## src/rtl/acc_cpu_pkg.sv

```systemverilog
`timescale 1ns/1ps
package acc_cpu_pkg;

  typedef enum logic [3:0] {
    OP_NOP  = 4'h0, OP_LDAC = 4'h1, OP_STAC = 4'h2, OP_MVAC = 4'h3,
    OP_MOVR = 4'h4, OP_JUMP = 4'h5, OP_JMPZ = 4'h6, OP_JPNZ = 4'h7,
    OP_ADD  = 4'h8, OP_SUB  = 4'h9, OP_INAC = 4'hA, OP_CLAC = 4'hB,
    OP_AND  = 4'hC, OP_OR   = 4'hD, OP_XOR  = 4'hE, OP_NOT  = 4'hF
  } op_e;

  typedef enum logic [2:0] {
    ST_FETCH = 3'd0,
    ST_DEC   = 3'd1,
    ST_ALO   = 3'd2,
    ST_AHI   = 3'd3,
    ST_LOAD  = 3'd4
  } state_e;

  function automatic logic op_has_addr(op_e op);
    return op inside {OP_LDAC, OP_STAC, OP_JUMP, OP_JMPZ, OP_JPNZ};
  endfunction

  function automatic logic op_sets_z(op_e op);
    return op inside {OP_ADD, OP_SUB, OP_INAC, OP_CLAC, OP_AND, OP_OR, OP_XOR, OP_NOT};
  endfunction

endpackage

```

## src/rtl/acc_cpu_alu.sv

```systemverilog
`timescale 1ns/1ps
module acc_cpu_alu
  import acc_cpu_pkg::*;
#(
  parameter int DATA_W = 8
) (
  input  op_e               op_i,
  input  logic [DATA_W-1:0] ac_i,
  input  logic [DATA_W-1:0] r_i,
  output logic [DATA_W-1:0] res_o,
  output logic              ac_we_o,
  output logic              z_we_o
);

  always_comb begin
    res_o   = ac_i;
    ac_we_o = 1'b1;
    unique case (op_i)
      OP_ADD:  res_o = ac_i + r_i;
      OP_SUB:  res_o = ac_i - r_i;
      OP_INAC: res_o = ac_i + 1'b1;
      OP_CLAC: res_o = '0;
      OP_AND:  res_o = ac_i & r_i;
      OP_OR:   res_o = ac_i | r_i;
      OP_XOR:  res_o = ac_i ^ r_i;
      OP_NOT:  res_o = ~ac_i;
      OP_MOVR: res_o = r_i;
      default: ac_we_o = 1'b0;
    endcase
    z_we_o = op_sets_z(op_i);
  end

endmodule

```

## src/rtl/acc_cpu_regs.sv

```systemverilog
`timescale 1ns/1ps
module acc_cpu_regs
  import acc_cpu_pkg::*;
#(
  parameter int DATA_W = 8
) (
  input  logic              clk_i,
  input  logic              rst_ni,
  input  logic              exec_en_i,
  input  op_e               exec_op_i,
  input  logic              load_en_i,
  input  logic [DATA_W-1:0] load_data_i,
  output logic [DATA_W-1:0] ac_o,
  output logic              z_o
);

  logic [DATA_W-1:0] ac_q, r_q, alu_res;
  logic              z_q, alu_ac_we, alu_z_we;

  acc_cpu_alu #(.DATA_W(DATA_W)) u_alu (
    .op_i    (exec_op_i),
    .ac_i    (ac_q),
    .r_i     (r_q),
    .res_o   (alu_res),
    .ac_we_o (alu_ac_we),
    .z_we_o  (alu_z_we)
  );

  always_ff @(posedge clk_i or negedge rst_ni) begin
    if (!rst_ni) begin
      ac_q <= '0;
      r_q  <= '0;
      z_q  <= 1'b0;
    end else begin
      if (load_en_i)                   ac_q <= load_data_i;
      else if (exec_en_i && alu_ac_we) ac_q <= alu_res;
      if (exec_en_i && exec_op_i == OP_MVAC) r_q <= ac_q;
      if (exec_en_i && alu_z_we)       z_q  <= (alu_res == '0);
    end
  end

  assign ac_o = ac_q;
  assign z_o  = z_q;

endmodule

```

## src/rtl/acc_cpu_ctrl.sv

```systemverilog
`timescale 1ns/1ps
module acc_cpu_ctrl
  import acc_cpu_pkg::*;
#(
  parameter int DATA_W = 8,
  parameter int ADDR_W = 2 * DATA_W
) (
  input  logic              clk_i,
  input  logic              rst_ni,
  input  logic [DATA_W-1:0] rdata_i,
  input  logic [DATA_W-1:0] ac_i,
  input  logic              z_i,
  output logic [ADDR_W-1:0] addr_o,
  output logic [DATA_W-1:0] wdata_o,
  output logic              we_o,
  output logic              exec_en_o,
  output op_e               exec_op_o,
  output logic              load_en_o,
  output state_e            state_o,
  output logic [ADDR_W-1:0] pc_o,
  output op_e               ir_o
);

  state_e            state_q, state_d;
  logic [ADDR_W-1:0] pc_q, pc_d, target;
  logic [DATA_W-1:0] lo_q, lo_d;
  op_e               ir_q, ir_d, op_now;

  // upper opcode bits nonzero -> treated as no-op
  assign op_now = (rdata_i[DATA_W-1:4] == '0) ? op_e'(rdata_i[3:0]) : OP_NOP;
  assign target = {rdata_i, lo_q};

  always_comb begin
    state_d   = state_q;
    pc_d      = pc_q;
    lo_d      = lo_q;
    ir_d      = ir_q;
    addr_o    = pc_q;
    we_o      = 1'b0;
    exec_en_o = 1'b0;
    load_en_o = 1'b0;
    unique case (state_q)
      ST_FETCH: begin
        pc_d    = pc_q + 1'b1;
        state_d = ST_DEC;
      end
      ST_DEC: begin
        ir_d = op_now;
        if (op_has_addr(op_now)) begin
          pc_d    = pc_q + 1'b1;
          state_d = ST_ALO;
        end else begin
          exec_en_o = 1'b1;
          state_d   = ST_FETCH;
        end
      end
      ST_ALO: begin
        lo_d    = rdata_i;
        pc_d    = pc_q + 1'b1;
        state_d = ST_AHI;
      end
      ST_AHI: begin
        state_d = ST_FETCH;
        unique case (ir_q)
          OP_LDAC: begin
            addr_o  = target;
            state_d = ST_LOAD;
          end
          OP_STAC: begin
            addr_o = target;
            we_o   = 1'b1;
          end
          OP_JUMP: pc_d = target;
          OP_JMPZ: if (z_i)  pc_d = target;
          OP_JPNZ: if (!z_i) pc_d = target;
          default: ;
        endcase
      end
      ST_LOAD: begin
        load_en_o = 1'b1;
        state_d   = ST_FETCH;
      end
      default: state_d = ST_FETCH;
    endcase
  end

  always_ff @(posedge clk_i or negedge rst_ni) begin
    if (!rst_ni) begin
      state_q <= ST_FETCH;
      pc_q    <= '0;
      lo_q    <= '0;
      ir_q    <= OP_NOP;
    end else begin
      state_q <= state_d;
      pc_q    <= pc_d;
      lo_q    <= lo_d;
      ir_q    <= ir_d;
    end
  end

  assign wdata_o   = ac_i;
  assign exec_op_o = op_now;
  assign state_o   = state_q;
  assign pc_o      = pc_q;
  assign ir_o      = ir_q;

endmodule

```

## src/rtl/acc_cpu_core.sv

```systemverilog
`timescale 1ns/1ps
module acc_cpu_core
  import acc_cpu_pkg::*;
#(
  parameter int DATA_W = 8
) (
  input  logic                  clk_i,
  input  logic                  rst_ni,
  output logic [2*DATA_W-1:0]   mem_addr_o,
  output logic [DATA_W-1:0]     mem_wdata_o,
  output logic                  mem_we_o,
  input  logic [DATA_W-1:0]     mem_rdata_i
);

  localparam int ADDR_W = 2 * DATA_W;

  logic [DATA_W-1:0] ac;
  logic              z;
  logic              exec_en, load_en;
  op_e               exec_op, ir;
  state_e            state;
  logic [ADDR_W-1:0] pc;

  acc_cpu_ctrl #(.DATA_W(DATA_W), .ADDR_W(ADDR_W)) u_ctrl (
    .clk_i     (clk_i),
    .rst_ni    (rst_ni),
    .rdata_i   (mem_rdata_i),
    .ac_i      (ac),
    .z_i       (z),
    .addr_o    (mem_addr_o),
    .wdata_o   (mem_wdata_o),
    .we_o      (mem_we_o),
    .exec_en_o (exec_en),
    .exec_op_o (exec_op),
    .load_en_o (load_en),
    .state_o   (state),
    .pc_o      (pc),
    .ir_o      (ir)
  );

  acc_cpu_regs #(.DATA_W(DATA_W)) u_regs (
    .clk_i       (clk_i),
    .rst_ni      (rst_ni),
    .exec_en_i   (exec_en),
    .exec_op_i   (exec_op),
    .load_en_i   (load_en),
    .load_data_i (mem_rdata_i),
    .ac_o        (ac),
    .z_o         (z)
  );

endmodule

```

## config.mk

```make
export PLATFORM = sky130hd
export DESIGN_NAME = acc_cpu_core
export DESIGN_NICKNAME = d
export VERILOG_FILES = /design/src/rtl/acc_cpu_pkg.sv /design/src/rtl/acc_cpu_alu.sv /design/src/rtl/acc_cpu_regs.sv /design/src/rtl/acc_cpu_ctrl.sv /design/src/rtl/acc_cpu_core.sv
export SDC_FILE = /design/constraint.sdc
export NUM_CORES = 1
export LEC_CHECK = 0
export ABC_AREA = 1
export BUFFER_PORTS_ARGS = -buffer_cell sky130_fd_sc_hd__buf_2
export CELL_PAD_IN_SITES_DETAIL_PLACEMENT = 1
export CELL_PAD_IN_SITES_GLOBAL_PLACEMENT = 1
export CORE_MARGIN = 2
export CORE_UTILIZATION = 40
export DETAILED_ROUTE_END_ITERATION = 8
export PLACE_DENSITY = 0.72
export SYNTH_ARGS = -nofsm -noshare
export SYNTH_HDL_FRONTEND = slang
export SYNTH_SLANG_ARGS = --single-unit
```

## constraint.sdc

```tcl
create_clock -name clk_i -period 3.25 [get_ports clk_i]
set_input_delay 0.65 -clock clk_i [delete_from_list [all_inputs] [get_ports clk_i]]
set_output_delay 0.65 -clock clk_i [all_outputs]
set_load 0.02 [all_outputs]
```

==> run_results.csv, run 1 <==
group,metric,value,unit
run_status,run_status,"finished clean",
detailed_routing,via_per_inst,5.38,
place,place.detailed.instances,763,
synth,yosys.area.top_type,"sky130_fd_sc_hd__dfrtp_1",
setup_path,capturing_element_type_of_the_critical_path,"register",
timing,fmaxAchievable,331,MHz
cts,ctsLongestPathBuffers,2,
global_routing,grt_pass1_vias,4284,
detailed_routing,detailedRoute.firstIterationViolations,111,
pwr,peak_supply_drop,0.000237,V
detailed_routing,drt_first_pass_iters,4,
synth,synthesized_instance_count,582,
place,portBuffers,34,
synth,ys_flop_type,"sky130_fd_sc_hd__dfrtp_1",
setup_path,crit_slowest_cell,"sky130_fd_sc_hd__ha_1",
synth,synth_cell_types,37,
cts,cts_hold_repair.buffers,0,
global_routing,wire_length_of_the_first_global_routing_pass,22200,µm
timing,setup_viol,0,
synth,total_of_flip_flops_plus_latches_after_synthesis,48,
floorplan,fp.dieArea,0.0106,mm²
detailed_routing,vias,4150,
synth,post_synth_main_area_contributors,"sky130_fd_sc_hd__dfrtp_1, sky130_fd_sc_hd__nand2_1, sky130_fd_sc_hd__ha_1",
cells_and_area,fraction_of_final_layout_cells_sized_beyond_drive_strength_1,0.138,
timing,finalCritPeriodShare,0.929,
setup_path,timing.critical_path.arrival,3.29,ns
floorplan,ioPinCount,35,
cts,clock_tree_root_buffer_cell,"sky130_fd_sc_hd__clkbuf_8",
place,place.detailed.hpwl,10700,µm
global_routing,overflow,0,
global_routing,grt_use_total,0.276,
flow_run,max_capacitance_violation_count,0,
cts,ctsResizeCount,0,
floorplan,fp-row-count,36,
timing,fin_hold_ws,0.301,ns
setup_path,start_kind,"primary input",
detailed_routing,drt.antenna.violating_nets,0,
global_routing,grt_max_degree,33,
min_path,timing.hold.worst.class,"primary input to async pin",
cells_and_area,final-instance-count-excl-fill,771,
synth,synth-seq-area-share,0.307,
timing,worst_pin_slew,0.730,ns
pwr,p_leak,2.30,nW
setup_path,max_stage_delay,0.37,ns
cts,cts.sinks,48,
synth,synthesis.yosys.warnings,0,
cts,clock_insertion_delay_worst_skew,0.33,ns
synth,number_of_enable_type_register_cells_in_the_synthesized_netlist,0,
timing,final-hold-violation-count,0,
synth,synth_nets,618,
cts,cts_post_setup_buffers_inserted,0,
synth,synthesis.area_per_instance,6.72,µm²
setup_path,critPathRequiredTime,3.52,ns
place,gp_congestion,0.907,
cells_and_area,net_count_of_the_finished_layout,673,
cells_and_area,antenna_cells_inserted,0,
synth,postSynth.asyncResetShare,1.00,
floorplan,overall_die_height,103,µm
cts,clk_pin_slew,0.11,ns
cells_and_area,area_growth,14.8,%
setup_path,worst-setup-path-type,"primary input to register",
cells_and_area,n_fill_cell,1328,
cts,clock_tree_from_tritoncts,"built",
timing,report.final.slew_viol_count,0,
synth,yosys_top_cell_area_share,0.307,
timing,grt_setup_unrepaired,"no",
floorplan,core_region_area,0.00964,mm²
floorplan,chipWidth,103,µm
detailed_routing,remaining_drc_errors,0,
cts,cts.htree.levels,2,
floorplan,initial_core_util,0.406,
timing,final.setup_skew,0.0147,ns
detailed_routing,route.detailed.wl_per_inst,17.7,µm
timing,period_minus_slack,3.02,ns
setup_path,critical_path.cell_chain,"buf_2 > nor2_4 > nand4_1 > nor2_2 > inv_1 > nor2_1 > nand2_1 > nand3_1 > inv_1 > ha_1 > nand3_1 > nand3_1 > nor2_1 > nor2_1 > a21oi_1 > nand2_1 > nor2_1 > nand3_1 > nor2_1 > nand2_1 > nand2_1",
synth,netlist_area,0.00391,mm²
setup_path,critPathMostFrequentCell,"sky130_fd_sc_hd__nor2_1",
cts,numCtsBuffers,5,
pwr,cellPowerDensity,562,mW/mm²
detailed_routing,wirelength,13600,µm
pwr,p_total,2.52,mW
timing,slew-limit-headroom,0.510,
setup_path,cp_max_fo,6,
global_routing,antenna_violations_before_repair,0,
==> synthesized netlist by cell type (all sizes together) (2+ instances only) <==
master	instances
a21oi	21
a31oi	4
buf	6
clkbuf	8
dfrtp	48
ha	25
inv	78
nand2	153
nand3	51
nand3b	5
nand4	17
nor2	65
nor3	4
nor4	2
o211ai	5
o21ai	61
o221ai	7
xor2	12
==> path summary, 6_finish.rpt <==
kind,start,to,slack (ns),cells past startpoint
min in group clk_i,u_ctrl.state_o[0],u_ctrl.state_o[0],0.51,1
worst min register to register,u_ctrl.state_o[0],u_ctrl.state_o[0],0.51,1
worst max-delay path,mem_rdata_i[4],u_regs.z_o,0.23,21
worst max register to register,u_regs.r_q[0],u_regs.z_o,0.36,18
worst min-delay path,rst_ni,u_ctrl.pc_o[6],0.30,1
max in group asynchronous,rst_ni,u_ctrl.lo_q[3],2.14,2
==> metal layers <==
layer / vias up / share of wire / GRT usage
met4: 0 / 0.029 / 0.0992
li1: 2021 / - / -
met3: 25 / 0.027 / 0.0325
met1: 2022 / 0.43 / 0.337
met2: 82 / 0.51 / 0.498
met5: - / 0 / 0
==> area by class of cell <==
class,instances,area (µm²),share of cell area
Inverter,79,299,0.0666
Clock inverter,2,13.8,0.00306
Timing Repair Buffer,62,380,0.0847
Multi-Input combinational cell,441,2350,0.523
Sequential cell,48,1200,0.267
Clock buffer,6,82.6,0.0184
Tap cell,133,166,0.0371
==> placed cells by master, fill, tap and decap left out, drive strengths merged <==
master and n:
nand3 51, xnor2 1, inv 79, o22ai 1, o221ai 7, nand3b 5
clkbuf 6, nand2 153, ha 25, xor2 12, o21ai 61, nor4 2
o21a 1, clkinv 2, nor3 4, a21oi 21, or2 1, o31ai 1
fa 1, o211ai 5, nand4 17, a31oi 4, a2bb2oi 1, nor3b 1
buf 62, nor2 65, dfrtp 48, a22oi 1
==> worst max-delay path: cells and delay by family <==
family	cells	cell delay, ns
AOI/OAI and AO/OA	1	0.19
and+or+nand+nor	16	1.80
buffers and inverters	3	0.27
adders and majority gates	1	0.37
==> kinds of logic after synthesis <==
kind of cell               synth area share
and+or+nand+nor                       0.336
xor gates and xnor gates             0.0291
buffers and inverters                0.0947
DFF                                   0.307
adders and majority gates            0.0851
AOI/OAI and AO/OA                     0.148
==> power by group <==
part | switching [mW] | internal [mW]
clock | 0.242 | 0.175
combinational | 0.731 | 0.418
sequential | 0.201 | 0.756
total | 1.17 | 1.35
==> flip-flops by register name (all words and copies together), names as in the netlist <==
name            count
u_ctrl.state_o      3
u_regs.r_q          8
u_ctrl.pc_o        16
u_ctrl.ir_o         4
u_regs.z_o          1
u_regs.ac_o         8
u_ctrl.lo_q         8
==> stage by stage <==
step | worst slack [ns] | setup TNS, ns | cell area (µm²) | util
finish | 0.230 | 0 | 4490 | 0.466
floorplan | 0.370 | 0 | 3910 | -
detailed placement | -0.140 | -0.226 | 4390 | 0.456
global route | 0.00805 | 0 | 4490 | 0.466
global placement | -0.0345 | -0.0617 | 4390 | 0.456
CTS | 0.200 | 0 | 4490 | 0.466
Power figures use the tool's default switching activity.
==> inputs of run 2 (changes only) <==
--- a/config.mk
+++ b/config.mk
@@ -5,14 +5,13 @@
 export SDC_FILE = /design/constraint.sdc
 export NUM_CORES = 1
 export LEC_CHECK = 0
-export ABC_AREA = 1
 export BUFFER_PORTS_ARGS = -buffer_cell sky130_fd_sc_hd__buf_2
 export CELL_PAD_IN_SITES_DETAIL_PLACEMENT = 1
 export CELL_PAD_IN_SITES_GLOBAL_PLACEMENT = 1
 export CORE_MARGIN = 2
 export CORE_UTILIZATION = 40
 export DETAILED_ROUTE_END_ITERATION = 8
-export PLACE_DENSITY = 0.72
+export PLACE_DENSITY = 0.69
 export SYNTH_ARGS = -nofsm -noshare
 export SYNTH_HDL_FRONTEND = slang
 export SYNTH_SLANG_ARGS = --single-unit
==> run_results.csv, run 2 <==
group,metric,value,unit
timing,fmaxAchievable,308,MHz
floorplan,fp-row-count,35,
flow_run,max_capacitance_violation_count,0,
synth,synthesized_instance_count,452,
cts,numCtsBuffers,5,
cells_and_area,net_count_of_the_finished_layout,551,
setup_path,capturing_element_type_of_the_critical_path,"register",
timing,worst_pin_slew,1.18,ns
synth,synthesis.yosys.warnings,0,
min_path,timing.hold.worst.class,"primary input to async pin",
timing,final.setup_skew,0.0124,ns
detailed_routing,detailedRoute.firstIterationViolations,122,
setup_path,critPathRequiredTime,3.48,ns
cts,cts.sinks,48,
timing,slew-limit-headroom,0.214,
synth,synth_cell_types,68,
timing,period_minus_slack,3.24,ns
cts,clk_pin_slew,0.10,ns
synth,yosys.area.top_type,"sky130_fd_sc_hd__dfrtp_1",
detailed_routing,drt.antenna.violating_nets,0,
setup_path,critPathMostFrequentCell,"sky130_fd_sc_hd__buf_4",
synth,number_of_enable_type_register_cells_in_the_synthesized_netlist,0,
floorplan,overall_die_height,102,µm
synth,yosys_top_cell_area_share,0.311,
timing,finalCritPeriodShare,0.998,
cells_and_area,mostFrequentLayoutCells,"sky130_fd_sc_hd__dfrtp_1, sky130_fd_sc_hd__buf_4, sky130_fd_sc_hd__nand2_1, sky130_fd_sc_hd__nor2_1, sky130_fd_sc_hd__a21oi_1",
cells_and_area,fraction_of_final_layout_cells_sized_beyond_drive_strength_1,0.313,
global_routing,grt-busiest-layer,"met2",
cells_and_area,final-instance-count-excl-fill,644,
global_routing,grt_use_total,0.258,
cells_and_area,area_growth,20.7,%
setup_path,timing.critical_path.arrival,3.48,ns
detailed_routing,route.detailed.wl_per_inst,20.4,µm
synth,synth_nets,488,
setup_path,crit_slowest_cell,"sky130_fd_sc_hd__nor4b_2",
timing,final-hold-violation-count,0,
cells_and_area,largest_register_ffs,16,
timing,report.final.slew_viol_count,0,
cts,clock_tree_from_tritoncts,"built",
global_routing,wire_length_of_the_first_global_routing_pass,20900,µm
cts,cts_hold_repair.buffers,0,
cts,clock_tree_root_buffer_cell,"sky130_fd_sc_hd__clkbuf_8",
synth,post_synth_main_area_contributors,"sky130_fd_sc_hd__dfrtp_1, sky130_fd_sc_hd__ha_1, sky130_fd_sc_hd__mux2_2",
timing,setup_viol,0,
pwr,p_leak,2.07,nW
global_routing,grt_max_degree,31,
setup_path,timing.critical_path.max_delay_family,"simple AND/OR/NAND/NOR gates",
global_routing,grt_pass1_vias,3775,
place,gp_congestion,0.851,
synth,synth_commonest_cells,"sky130_fd_sc_hd__dfrtp_1, sky130_fd_sc_hd__nand2_1, sky130_fd_sc_hd__a21oi_1, sky130_fd_sc_hd__nor2_1, sky130_fd_sc_hd__o21ai_0",
timing,fin_hold_ws,0.304,ns
setup_path,worst-setup-path-type,"primary input to register",
global_routing,overflow,0,
synth,ys_flop_type,"sky130_fd_sc_hd__dfrtp_1",
floorplan,ioPinCount,35,
cts,ctsLongestPathBuffers,2,
setup_path,critical_path.cell_chain,"buf_2 > nor4_4 > buf_4 > o211ai_1 > o21ai_1 > nand2_1 > ha_4 > buf_4 > nor2_1 > a21oi_2 > buf_4 > xnor2_2 > o2111ai_2 > nor4b_2 > nand4_1 > o31ai_2",
floorplan,fp.dieArea,0.0104,mm²
pwr,cellPowerDensity,358,mW/mm²
detailed_routing,wirelength,13200,µm
place,place.detailed.instances,635,
setup_path,path_buf_inv,4,
global_routing,antenna_violations_before_repair,0,
global_routing,globalRouteMet1Util,0.368,
place,place.detailed.hpwl,9560,µm
detailed_routing,vias,3764,
global_routing,globalRouteMet3Util,0.0349,
cts,clock_insertion_delay_worst_skew,0.31,ns
floorplan,chipWidth,102,µm
cells_and_area,layout.cells.most_common,"sky130_fd_sc_hd__dfrtp_1",
pwr,peak_supply_drop,0.000304,V
cts,cts.htree.levels,2,
floorplan,core_region_area,0.00928,mm²
global_routing,fraction_of_met2_tracks_used_by_global_routing,0.423,
detailed_routing,via_per_inst,5.84,
setup_path,max_stage_delay,0.30,ns
setup_path,start_kind,"primary input",
floorplan,initial_core_util,0.415,
synth,synthesis.area_per_instance,8.53,µm²
setup_path,cp_max_fo,4,
cells_and_area,antenna_cells_inserted,0,
detailed_routing,remaining_drc_errors,0,
synth,total_of_flip_flops_plus_latches_after_synthesis,48,
synth,synth-seq-area-share,0.311,
synth,netlist_area,0.00386,mm²
synth,postSynth.asyncResetShare,1.00,
detailed_routing,drt_first_pass_iters,4,
synth,post-synth-top-count-cell,"sky130_fd_sc_hd__dfrtp_1",
place,portBuffers,34,
run_status,run_status,"finished clean",
run 2: cell types whose count changed after synthesis, sizes merged, moves of 5 or more:
cell,delta
xor2,-10
mux2,+23
inv,-52
a21oi,+16
nor2,-29
a22o,+5
clkbuf,+7
a22oi,+9
o21ai,-26
o22ai,+9
and3,+8
nand4,-13
nand2,-107
nand3,-25
run 2: per-layer routing:
layer,wire length (µm),up-vias
met3,440,15
met1,6170,1911
met2,6400,66
met5,0,-
met4,152,0
li1,-,1772
run 2: logic make-up after synthesis:
logic type,Yosys count,synth area share
xor gates and xnor gates,6,0.0136
DFF,48,0.311
muxes,28,0.0834
adders and majority gates,26,0.0863
buffers and inverters,51,0.0662
AOI/OAI and AO/OA,134,0.232
and+or+nand+nor,159,0.207
run 2: metrics by stage:
| step | power (mW) | TNS [ns] | utilization | cell area [µm²] | setup slack [ns] |
|---|---|---|---|---|---|
| after global placement | 1.26 | -0.633 | 0.472 | 4390 | -0.198 |
| after detailed placement | 1.28 | -1.23 | 0.472 | 4390 | -0.373 |
| after CTS | 1.66 | 0 | 0.482 | 4470 | 0.0241 |
| final | 1.67 | 0 | 0.501 | 4650 | 0.00546 |
| after global routing | 1.77 | -0.194 | 0.501 | 4650 | -0.115 |
| after floorplan | 1.08 | 0 | - | 3870 | 0.00699 |
run 2: timing repair:
item | in CTS | in global routing
endpoints found under the setup margin | 2 | 4
endpoints found under the hold margin | 0 | 0
resized for setup | 2 | 35
setup buffers | 0 | 2
pin swaps | 0 | 21
run 2: layout make-up:
class	instances	area, µm²
clock buffer	5	68.8
clock inverter	2	12.5
fill	1128	4630
inverter	26	97.6
multi-input combinational	353	2580
sequential	48	1200
tap	129	161
timing repair buffer	81	537
run 2: report_power, final:
group          switching [mW]  total [mW]  leakage [nW]  internal [mW]
clock                   0.226       0.373        0.0400          0.147
combinational           0.305       0.526          1.40          0.221
sequential             0.0999       0.769         0.623          0.669
total                   0.631        1.67          2.07           1.04
run 2: final timing paths:
kind | from | cells past startpoint | slack [ns] | to
worst max-delay path | mem_rdata_i[5] | 16 | 0.005 | u_regs.z_o
worst min-delay path | rst_ni | 1 | 0.30 | u_regs.ac_o[6]
worst max register to register | u_regs.r_q[0] | 12 | 0.21 | u_regs.ac_o[7]
worst min register to register | u_ctrl.ir_o[3] | 2 | 0.52 | u_ctrl.ir_o[3]
max in group asynchronous | rst_ni | 2 | 2.27 | u_regs.ac_o[2]
min in group clk_i | u_ctrl.ir_o[3] | 2 | 0.52 | u_ctrl.ir_o[3]
